**src/rtl/bb_pkg.sv**
```systemverilog
package bb_pkg;

    parameter int BB_AW    = 32;
    parameter int BB_DW    = 32;
    localparam int BB_POS_W = $clog2(BB_DW);
    localparam int BB_ALIAS_SHIFT = 5;

    typedef enum logic [1:0] {
        SZ_BYTE = 2'd0,
        SZ_HALF = 2'd1,
        SZ_WORD = 2'd2
    } bb_size_e;

    typedef enum logic [1:0] {
        ST_IDLE,
        ST_RD,
        ST_WR,
        ST_RESP
    } bb_state_e;

    typedef struct packed {
        logic                hit;
        logic [BB_AW-1:0]    addr;
        logic [BB_POS_W-1:0] pos;
    } bb_target_t;

    typedef struct packed {
        logic                hit;
        logic                we;
        bb_size_e            size;
        logic [BB_AW-1:0]    addr;
        logic [BB_POS_W-1:0] pos;
        logic                set;
        logic [BB_DW-1:0]    wdata;
    } bb_req_t;

    function automatic logic [BB_AW-1:0] bb_align(input bb_size_e sz, input logic [BB_AW-1:0] a);
        case (sz)
            SZ_BYTE: return a;
            SZ_HALF: return {a[BB_AW-1:1], 1'b0};
            default: return {a[BB_AW-1:2], 2'b00};
        endcase
    endfunction

    function automatic logic [BB_POS_W-1:0] bb_bus_pos(input bb_size_e sz, input logic [1:0] lane,
                                                       input logic [4:0] idx);
        case (sz)
            SZ_BYTE: return BB_POS_W'({lane, idx[2:0]});
            SZ_HALF: return BB_POS_W'({lane[1], idx[3:0]});
            default: return BB_POS_W'(idx);
        endcase
    endfunction

endpackage

```
**src/rtl/bb_window_match.sv**
```systemverilog
module bb_window_match
    import bb_pkg::*;
#(
    parameter logic [BB_AW-1:0] ALIAS_BASE  = 32'h2200_0000,
    parameter logic [BB_AW-1:0] REGION_BASE = 32'h2000_0000,
    parameter int               WIN_BITS    = 25
) (
    input  logic [BB_AW-1:0] addr,
    output logic             hit,
    output logic [BB_AW-1:0] tgt
);
    localparam int HI_W = BB_AW - WIN_BITS;

    logic [BB_AW-1:0] offset;

    assign hit    = (addr[BB_AW-1:WIN_BITS] == ALIAS_BASE[BB_AW-1:WIN_BITS]);
    assign offset = {{HI_W{1'b0}}, addr[WIN_BITS-1:0]};
    assign tgt    = REGION_BASE | (offset >> BB_ALIAS_SHIFT);
endmodule

```
**src/rtl/bb_decode.sv**
```systemverilog
module bb_decode
    import bb_pkg::*;
#(
    parameter int                          NUM_WIN      = 2,
    parameter int                          WIN_BITS     = 25,
    parameter logic [NUM_WIN-1:0][BB_AW-1:0] ALIAS_BASES  = {32'h4200_0000, 32'h2200_0000},
    parameter logic [NUM_WIN-1:0][BB_AW-1:0] REGION_BASES = {32'h4000_0000, 32'h2000_0000}
) (
    input  logic [BB_AW-1:0] addr,
    input  bb_size_e         size,
    output bb_target_t       target
);
    logic [NUM_WIN-1:0]            hits;
    logic [NUM_WIN-1:0][BB_AW-1:0] tgts;
    logic [BB_AW-1:0]              raw;

    for (genvar g = 0; g < NUM_WIN; g++) begin : g_win
        bb_window_match #(
            .ALIAS_BASE (ALIAS_BASES[g]),
            .REGION_BASE(REGION_BASES[g]),
            .WIN_BITS   (WIN_BITS)
        ) i_match (
            .addr(addr),
            .hit (hits[g]),
            .tgt (tgts[g])
        );
    end

    always_comb begin
        raw = '0;
        for (int i = 0; i < NUM_WIN; i++) begin
            if (hits[i]) raw = raw | tgts[i];
        end
        target.hit  = |hits;
        target.addr = target.hit ? bb_align(size, raw) : addr;
        target.pos  = bb_bus_pos(size, raw[1:0], addr[6:2]);
    end
endmodule

```
**src/rtl/bb_bit_merge.sv**
```systemverilog
module bb_bit_merge
    import bb_pkg::*;
(
    input  logic [BB_DW-1:0]    word,
    input  logic [BB_POS_W-1:0] pos,
    input  logic                set,
    output logic [BB_DW-1:0]    merged,
    output logic                bit_val
);
    for (genvar g = 0; g < BB_DW; g++) begin : g_bit
        assign merged[g] = (pos == BB_POS_W'(g)) ? set : word[g];
    end

    assign bit_val = word[pos];
endmodule

```
**src/rtl/bb_ctrl.sv**
```systemverilog
module bb_ctrl
    import bb_pkg::*;
(
    input  logic                clk,
    input  logic                rst,
    input  logic                bus_req,
    input  logic                bus_we,
    input  bb_size_e            bus_size,
    input  logic [BB_DW-1:0]    bus_wdata,
    input  bb_target_t          target,
    output logic                bus_done,
    output logic [BB_DW-1:0]    bus_rdata,
    output logic                mem_req,
    output logic                mem_we,
    output bb_size_e            mem_size,
    output logic [BB_AW-1:0]    mem_addr,
    output logic [BB_DW-1:0]    mem_wdata,
    input  logic                mem_ack,
    input  logic [BB_DW-1:0]    mem_rdata,
    input  logic [BB_DW-1:0]    merged,
    input  logic                bit_val,
    output logic [BB_POS_W-1:0] cur_pos,
    output logic                cur_set,
    output logic                alias_hit_q,
    output logic                wr_q
);
    bb_state_e        state;
    bb_req_t          req_q;
    logic [BB_DW-1:0] rdata_q;
    logic [BB_DW-1:0] wb_q;

    always_ff @(posedge clk) begin
        if (rst) begin
            state   <= ST_IDLE;
            req_q   <= '0;
            rdata_q <= '0;
            wb_q    <= '0;
        end else begin
            case (state)
                ST_IDLE: begin
                    if (bus_req) begin
                        req_q.hit   <= target.hit;
                        req_q.we    <= bus_we;
                        req_q.size  <= bus_size;
                        req_q.addr  <= target.addr;
                        req_q.pos   <= target.pos;
                        req_q.set   <= bus_wdata[0];
                        req_q.wdata <= bus_wdata;
                        state       <= ST_RD;
                    end
                end
                ST_RD: begin
                    if (mem_ack) begin
                        if (req_q.we)       rdata_q <= '0;
                        else if (req_q.hit) rdata_q <= {{(BB_DW-1){1'b0}}, bit_val};
                        else                rdata_q <= mem_rdata;
                        wb_q  <= merged;
                        state <= (req_q.hit && req_q.we) ? ST_WR : ST_RESP;
                    end
                end
                ST_WR: begin
                    if (mem_ack) state <= ST_RESP;
                end
                default: state <= ST_IDLE;
            endcase
        end
    end

    assign mem_req     = (state == ST_RD) || (state == ST_WR);
    assign mem_we      = (state == ST_WR) || ((state == ST_RD) && !req_q.hit && req_q.we);
    assign mem_size    = req_q.size;
    assign mem_addr    = req_q.addr;
    assign mem_wdata   = (state == ST_WR) ? wb_q : req_q.wdata;
    assign bus_done    = (state == ST_RESP);
    assign bus_rdata   = rdata_q;
    assign cur_pos     = req_q.pos;
    assign cur_set     = req_q.set;
    assign alias_hit_q = req_q.hit;
    assign wr_q        = req_q.we;
endmodule

```
**src/rtl/bitband_unit.sv**
```systemverilog
module bitband_unit
    import bb_pkg::*;
#(
    parameter int                            NUM_WIN      = 2,
    parameter int                            WIN_BITS     = 25,
    parameter logic [NUM_WIN-1:0][BB_AW-1:0] ALIAS_BASES  = {32'h4200_0000, 32'h2200_0000},
    parameter logic [NUM_WIN-1:0][BB_AW-1:0] REGION_BASES = {32'h4000_0000, 32'h2000_0000}
) (
    input  logic             clk,
    input  logic             rst,
    input  logic             bus_req,
    input  logic             bus_we,
    input  logic [1:0]       bus_size,
    input  logic [BB_AW-1:0] bus_addr,
    input  logic [BB_DW-1:0] bus_wdata,
    output logic             bus_done,
    output logic [BB_DW-1:0] bus_rdata,
    output logic             mem_req,
    output logic             mem_we,
    output logic [1:0]       mem_size,
    output logic [BB_AW-1:0] mem_addr,
    output logic [BB_DW-1:0] mem_wdata,
    input  logic             mem_ack,
    input  logic [BB_DW-1:0] mem_rdata
);
    bb_size_e            size_in;
    bb_size_e            size_out;
    bb_target_t          target;
    logic [BB_DW-1:0]    merged;
    logic                bit_val;
    logic [BB_POS_W-1:0] cur_pos;
    logic                cur_set;
    logic                alias_hit_q;
    logic                wr_q;

    assign size_in  = bb_size_e'(bus_size);
    assign mem_size = size_out;

    bb_decode #(
        .NUM_WIN     (NUM_WIN),
        .WIN_BITS    (WIN_BITS),
        .ALIAS_BASES (ALIAS_BASES),
        .REGION_BASES(REGION_BASES)
    ) i_decode (
        .addr  (bus_addr),
        .size  (size_in),
        .target(target)
    );

    bb_bit_merge i_merge (
        .word   (mem_rdata),
        .pos    (cur_pos),
        .set    (cur_set),
        .merged (merged),
        .bit_val(bit_val)
    );

    bb_ctrl i_ctrl (
        .clk        (clk),
        .rst        (rst),
        .bus_req    (bus_req),
        .bus_we     (bus_we),
        .bus_size   (size_in),
        .bus_wdata  (bus_wdata),
        .target     (target),
        .bus_done   (bus_done),
        .bus_rdata  (bus_rdata),
        .mem_req    (mem_req),
        .mem_we     (mem_we),
        .mem_size   (size_out),
        .mem_addr   (mem_addr),
        .mem_wdata  (mem_wdata),
        .mem_ack    (mem_ack),
        .mem_rdata  (mem_rdata),
        .merged     (merged),
        .bit_val    (bit_val),
        .cur_pos    (cur_pos),
        .cur_set    (cur_set),
        .alias_hit_q(alias_hit_q),
        .wr_q       (wr_q)
    );
endmodule

```
**config.mk**
```make
export PLATFORM = sky130hd
export DESIGN_NAME = bitband_unit
export DESIGN_NICKNAME = d
export VERILOG_FILES = /design/src/rtl/bb_pkg.sv /design/src/rtl/bb_window_match.sv /design/src/rtl/bb_decode.sv /design/src/rtl/bb_bit_merge.sv /design/src/rtl/bb_ctrl.sv /design/src/rtl/bitband_unit.sv
export SDC_FILE = /design/constraint.sdc
export NUM_CORES = 1
export LEC_CHECK = 0
export CAP_MARGIN = 20
export CORE_MARGIN = 2
export CORE_UTILIZATION = 41
export DETAILED_ROUTE_END_ITERATION = 6
export PLACE_DENSITY = 0.72
export SLEW_MARGIN = 25
export SYNTH_ARGS = -nofsm -noshare
export SYNTH_HDL_FRONTEND = slang
export SYNTH_HIERARCHICAL = 1
export SYNTH_SLANG_ARGS = --single-unit
```
**constraint.sdc**
```tcl
create_clock -name clk -period 2.2 [get_ports clk]
set_clock_uncertainty 0.05 [all_clocks]
set_input_delay 0.44 -clock clk [delete_from_list [all_inputs] [get_ports clk]]
set_output_delay 0.44 -clock clk [all_outputs]
set_load 0.02 [all_outputs]
```
==> results of run 1 <==
flip-flops by register name, summed over array words and instances, names as in the netlist:
register and cells:
i_ctrl/wb_q 32, i_ctrl/mem_size 2, i_ctrl/state 2, i_ctrl/req_q 32, i_ctrl/cur_pos 5, i_ctrl/bus_rdata 32, i_ctrl/mem_addr 32, i_ctrl/wr_q 1
i_ctrl/alias_hit_q 1
cell usage in the layout, fill, tap and decap left out, types with 4 or more instances in the layout:
master / n
nor2b_1: 4
o21ai_2: 27
dfxtp_1: 135
mux2_2: 37
buf_2: 5
conb_1: 24
mux4_2: 9
buf_6: 32
buf_12: 12
o21ai_1: 4
nor2_1: 45
nor3b_1: 4
nand3_1: 5
buf_4: 67
dfxtp_2: 4
ha_1: 4
nor3_1: 5
clkdlybuf4s50_1: 168
inv_1: 34
clkbuf_16: 18
a21oi_1: 105
clkbuf_8: 4
mux2_4: 27
inv_6: 4
a22oi_1: 63
nand2_1: 223
logic make-up after synthesis:
kind of cell | after synthesis | share of synthesized area (%)
multiplexers | 77 | 12.72
AND/OR/NAND/NOR | 307 | 16.37
AO/OA/AOI/OAI | 209 | 17.39
flip-flops | 139 | 36.12
other | 4 | 0.1948
adder cells (fa/ha/maj) | 5 | 0.8121
buffers and inverters | 211 | 16.39
what timing repair did:
action,CTS,global route
cloned,2,1
gates resized for setup,201,37
setup buffers,4,7
endpoints found under the setup margin,35,32
pin swaps,0,3
synth_stat cells, types with 9 or more instances:
library cell,count,share of area (%)
dfxtp_1,139,36
nor2_1,45,2.2
clkbuf_1,35,1.7
a22oi_1,63,6.1
mux4_2,9,2.6
nand2_1,225,11
buf_1,9,0.44
buf_4,107,10
buf_2,19,1.2
o21ai_2,27,3.1
mux2_2,64,9.4
inv_1,35,1.7
a21oi_1,106,6.9
metal layers:
metal / vias up / global-route usage, %
met3: 26 / 5.095
met5: - / 0
li1: 3372 / -
met4: 0 / 6.211
met1: 3229 / 30.26
met2: 234 / 35.18
through the flow:
stage,hold slack (ns),setup WS (ns),setup TNS (ns),area (um^2)
final,0.4027,-0.1218,-1.019,10550
after global routing,0.4135,-0.1590,-2.112,10550
after CTS,0.3995,-0.1602,-1.132,10350
after detailed placement,0.3939,-0.5045,-3.930,9614
after global placement,0.3891,-0.4844,-1.840,9614
after floorplan,0.3829,0.008237,0,7792
worst min-delay path: cells and delay by family (launching register included):
kind	cells	cell delay [ns]
compound gates	1	0.05
flops	1	0.30
simple gates	1	0.05
final timing paths:
kind / slack [ns] / cells past startpoint / endpoint
min: 0.40 / 2 / i_ctrl/mem_addr[24]$_SDFFE_PP0P_
max reg2reg: -0.12 / 7 / i_ctrl/bus_rdata[0]$_SDFFE_PP0P_
max: -0.12 / 7 / i_ctrl/bus_rdata[0]$_SDFFE_PP0P_
min reg2reg: 0.40 / 2 / i_ctrl/mem_addr[24]$_SDFFE_PP0P_
power by group:
group | internal (mW) | total (mW) | switching [mW] | leakage [nW]
logic | 2.00 | 4.13 | 2.13 | 2.70
clock network | 1.69 | 2.86 | 1.17 | 0.287
registers | 2.92 | 3.19 | 0.267 | 1.14
final cells by class:
class	count	share of cell area, %
multi-input combinational	622	36.57
sequential	139	26.43
inverter	35	1.246
clock buffer	21	4.555
clock inverter	11	1.020
tap	234	2.776
timing repair buffer	287	27.40
==> impl_metrics.tcl, run 1 <==
set metrics [dict create \
    vdd_drop_max_v 0.0005272 \
    end_kind "flop" \
    grt_usage_pct 22.16 \
    netlist_area_um2 7704 \
    cp_slowest_cell "mux4_4" \
    area_growth_pct 36.92 \
    routed.top_layer "met4" \
    startpoint "i_ctrl/cur_pos[1]$_SDFFE_PP0P_" \
    worst_slew_pin_slew_ns 0.7095 \
    clock_latency_ns 0.42 \
    relSlewSlack_pct 52.70 \
    syn_inst 952 \
    dr_wl_met2_um 10730 \
    slew_violations 0 \
    regArea_um2 2788 \
    grt_max_degree 66 \
    worst-endpoint-required_ns 2.45 \
    multi_input_area_um2 3857 \
    drt_drc_violations_left 0 \
    hp-class "flop to flop" \
    synth_ff_type "dfxtp_1" \
    vias 6861 \
    crit_fanout 5 \
    yosysWarnings 6 \
    synth_cell_type_count 44 \
    maxCapViolCount 0 \
    reg2reg_from "i_ctrl/cur_pos[1]$_SDFFE_PP0P_" \
    cts_root_buf "clkbuf_16" \
    wl_um 22720 \
    setup_viol 11 \
    ios 204 \
    clock.fmax_mhz 430.7 \
    dieWidth_um 141.1 \
    fin_nets 1210 \
    core_um2 18580 \
    syn_avg_cell_area_um2 8.092 \
    die_h_um 141.1 \
    ys_seq_area_share_pct 36.12 \
    setup_ws_ns -0.1218 \
    gp_congestion 0.7998 \
    portBuffers 203 \
    wl_per_cell_um 16.84 \
    critPathMaxStageDelay_ns 0.61 \
    globalRouteOverflowTotal 0 \
    ant_nets 0 \
    start_util_pct 41.46 \
    fill_cells 1649 \
    async_flop_share_pct 0 \
    die-area_um2 19900 \
    drive_above_1_share_pct 23.95 \
    dr.pass1.iters 5 \
    min_from "i_ctrl/mem_addr[24]$_SDFFE_PP0P_" \
    crit_chain "buf_12 -> mux4_4 -> mux4_2 -> mux2_4 -> mux2i_1 -> or3_1 -> a21oi_2" \
    dr_wl_met3_um 1326 \
    num_rows 50 \
    dpl.hpwl_um 15450 \
    layout.cells.non_filler 1349 \
    htree_levels 4 \
    met1_length_um 10310 \
    worstSetupPathType "flop to flop" \
    synth_seq_cells 139 \
    clock_path_buffers 2 \
    grt_pass1_vias 6382 \
    rsz0062_at_grt "true" \
    period_share_pct 105.5 \
    power_density_nw_per_um2 965.4 \
    totalPowerFinal_mw 10.18 \
    dp_cells 1303 \
    drtIter0Drc 415 \
    ctsHoldBuffers 0 \
    antenna_found_initial 0 \
    diodes 0 \
    cts_tree "built" \
    cts.sinks 139 \
    leakagePower_nw 4.118 \
    timing.final.crit_period_ns 2.322 \
    cts_buffers 17 \
    synth_edf_count 0 \
    violations "setup timing" \
    crit_buf_inv 1 \
    cp_top_family "multiplexers" \
    grt_first_pass_wirelength_um 34690 \
    hold_viol 0 \
    worstPathArrival_ns 2.57 \
    viasPerCell 5.086 \
    cp-start-kind "flop" \
    post-route-util_pct 56.77 \
    status "complete, but fails checks" \
    clkTransAtPathRegs_ns 0.06 \
]
(Power assumes the default switching activity.)
==> run 2: changes to the inputs <==
--- a/config.mk
+++ b/config.mk
@@ -9,7 +9,7 @@
 export CORE_MARGIN = 2
 export CORE_UTILIZATION = 41
 export DETAILED_ROUTE_END_ITERATION = 6
-export PLACE_DENSITY = 0.72
+export PLACE_DENSITY = 0.77
 export SLEW_MARGIN = 25
 export SYNTH_ARGS = -nofsm -noshare
 export SYNTH_HDL_FRONTEND = slang
==> impl_metrics.tcl, run 2 (synthesis results as in run 1) <==
set metrics [dict create \
    status "complete, but fails checks" \
    violations "setup timing" \
    totalPowerFinal_mw 9.970 \
    cts.sinks 139 \
    hold_end "i_ctrl/wb_q[20]$_SDFFE_PP0P_" \
    wl_per_cell_um 16.78 \
    ant_nets 0 \
    grt_max_degree 57 \
    r2r_setup_slack_ns -0.11 \
    num_rows 50 \
    wl_um 22520 \
    drive_above_1_share_pct 23.38 \
    worstPathArrival_ns 2.55 \
    grt_pass1_vias 6458 \
    worst-endpoint-required_ns 2.44 \
    hp-class "primary input to flop" \
    reg2reg_from "i_ctrl/cur_pos[1]$_SDFFE_PP0P_" \
    post-route-cell-area_um2 10350 \
    drt_drc_violations_left 0 \
    ios 204 \
    dp_cells 1301 \
    hold_viol 0 \
    diodes 0 \
    layout.cells.non_filler 1342 \
    fill_cells 1630 \
    die_h_um 141.1 \
    preCtsSetupSlack_ns -0.5116 \
    leakagePower_nw 4.058 \
    worstSetupPathType "flop to flop" \
    dpl_cell_area_um2 9562 \
    post-route-util_pct 55.69 \
    min_from "rst" \
    clock_path_buffers 2 \
    grt_usage_pct 21.80 \
    clkTransAtPathRegs_ns 0.06 \
    die-area_um2 19900 \
    dpl.hpwl_um 15810 \
    r2r-end "i_ctrl/bus_rdata[0]$_SDFFE_PP0P_" \
    portBuffers 203 \
    rr_worst_depth 7 \
    fin_nets 1203 \
    end_kind "flop" \
    cp-start-kind "flop" \
    grt_first_pass_wirelength_um 34430 \
    slew_violations 0 \
    drtIter0Drc 463 \
    antenna_found_initial 0 \
    globalRouteOverflowTotal 0 \
    worst_slew_pin_slew_ns 0.6812 \
    cts_buffers 17 \
    holdPathStages 2 \
    power_density_nw_per_um2 963.5 \
    dr.pass1.iters 5 \
    setup_viol 4 \
    clock.fmax_mhz 433.3 \
    htree_levels 4 \
    dieWidth_um 141.1 \
    cts_root_buf "clkbuf_16" \
    viasPerCell 5.072 \
    timing.final.crit_period_ns 2.308 \
    vdd_drop_max_v 0.0005733 \
    area_growth_pct 34.32 \
    core_um2 18580 \
    vias 6806 \
    layout_commonest_cell "nand2_1" \
    period_share_pct 104.9 \
    cts_tree "built" \
    start_util_pct 41.46 \
    crit_fanout 5 \
    final_cell_mix "223 x nand2_1, 167 x clkdlybuf4s50_1, 135 x dfxtp_1" \
    rsz0062_at_grt "true" \
    relSlewSlack_pct 54.59 \
    maxCapViolCount 0 \
    setup_ws_ns -0.1077 \
    clock_latency_ns 0.41 \
    gp_congestion 0.8190 \
]
-- run 2: changes by cell type in the layout (fill, tap and decap cells not counted), sizes merged --
cell / delta
buf: -8
bufinv: +1
clkbuf: -1
clkdlybuf4s50: -1
clkinv: +2
dlymetal6s2s: +1
inv: -1
-- run 2: metrics by stage --
step                      TNS, ns  hold WS (ns)
after CTS                  -1.370        0.2653
after floorplan                 0        0.3829
after global placement     -2.387        0.3882
final                     -0.3874        0.2849
after detailed placement   -3.299        0.3954
after global routing       -1.133        0.2757
-- run 2: timing repair --
action,in CTS,in global routing
hold buffers,0,0
pin swaps,1,0
endpoints found under the setup margin,35,33
resized for setup,186,37
setup buffers,7,3
gates cloned,1,1
-- run 2: per-layer routing --
layer	wire length, um	share of wire (%)	up-vias	track usage (%)
met3	1220	5.4	35	5.299
met4	583	2.6	0	7.526
met2	10480	47	222	34.90
met1	10240	45	3193	28.80
li1	-	-	3356	-
met5	0	0	-	0
-- run 2: worst max-delay path: stages (launching register included) --
cell,delay [ns]
dfxtp_2,0.36
buf_12,0.12
mux4_4,0.61
mux4_2,0.48
mux2_2,0.27
mux2i_1,0.12
or3_1,0.11
a21oi_1,0.05
-- run 2: how the worst max path moves through the flow --
stage                                             endpoint  slack (ns)                      startpoint  depth (start not counted)
final                     i_ctrl/bus_rdata[0]$_SDFFE_PP0P_       -0.11  i_ctrl/cur_pos[1]$_SDFFE_PP0P_                          7
after global routing      i_ctrl/bus_rdata[0]$_SDFFE_PP0P_       -0.19  i_ctrl/cur_pos[1]$_SDFFE_PP0P_                          7
after CTS                                     mem_wdata[0]       -0.13    i_ctrl/state[0]$_SDFFE_PP0P_                          7
after detailed placement  i_ctrl/bus_rdata[0]$_SDFFE_PP0P_       -0.51                   mem_rdata[21]                          7
after global placement    i_ctrl/bus_rdata[0]$_SDFFE_PP0P_       -0.49                   mem_rdata[17]                          7
after floorplan           i_ctrl/bus_rdata[0]$_SDFFE_PP0P_       0.008  i_ctrl/cur_pos[1]$_SDFFE_PP0P_                          8
-- run 2: layout make-up --
type	instances	area, um^2	share of cell area, %
clock buffer	19	452.9	4.377
clock inverter	13	138.9	1.342
inverter	35	131.4	1.270
multi-input combinational	622	3831	37.03
sequential	139	2788	26.94
tap	234	292.8	2.830
timing repair buffer	280	2713	26.22
-- run 2: report_power, final --
| part | leakage, nW | internal (mW) | switching (mW) | total (mW) |
|---|---|---|---|---|
| clock | 0.290 | 1.73 | 1.13 | 2.86 |
| combinational | 2.63 | 1.83 | 2.09 | 3.92 |
| sequential | 1.14 | 2.92 | 0.268 | 3.19 |
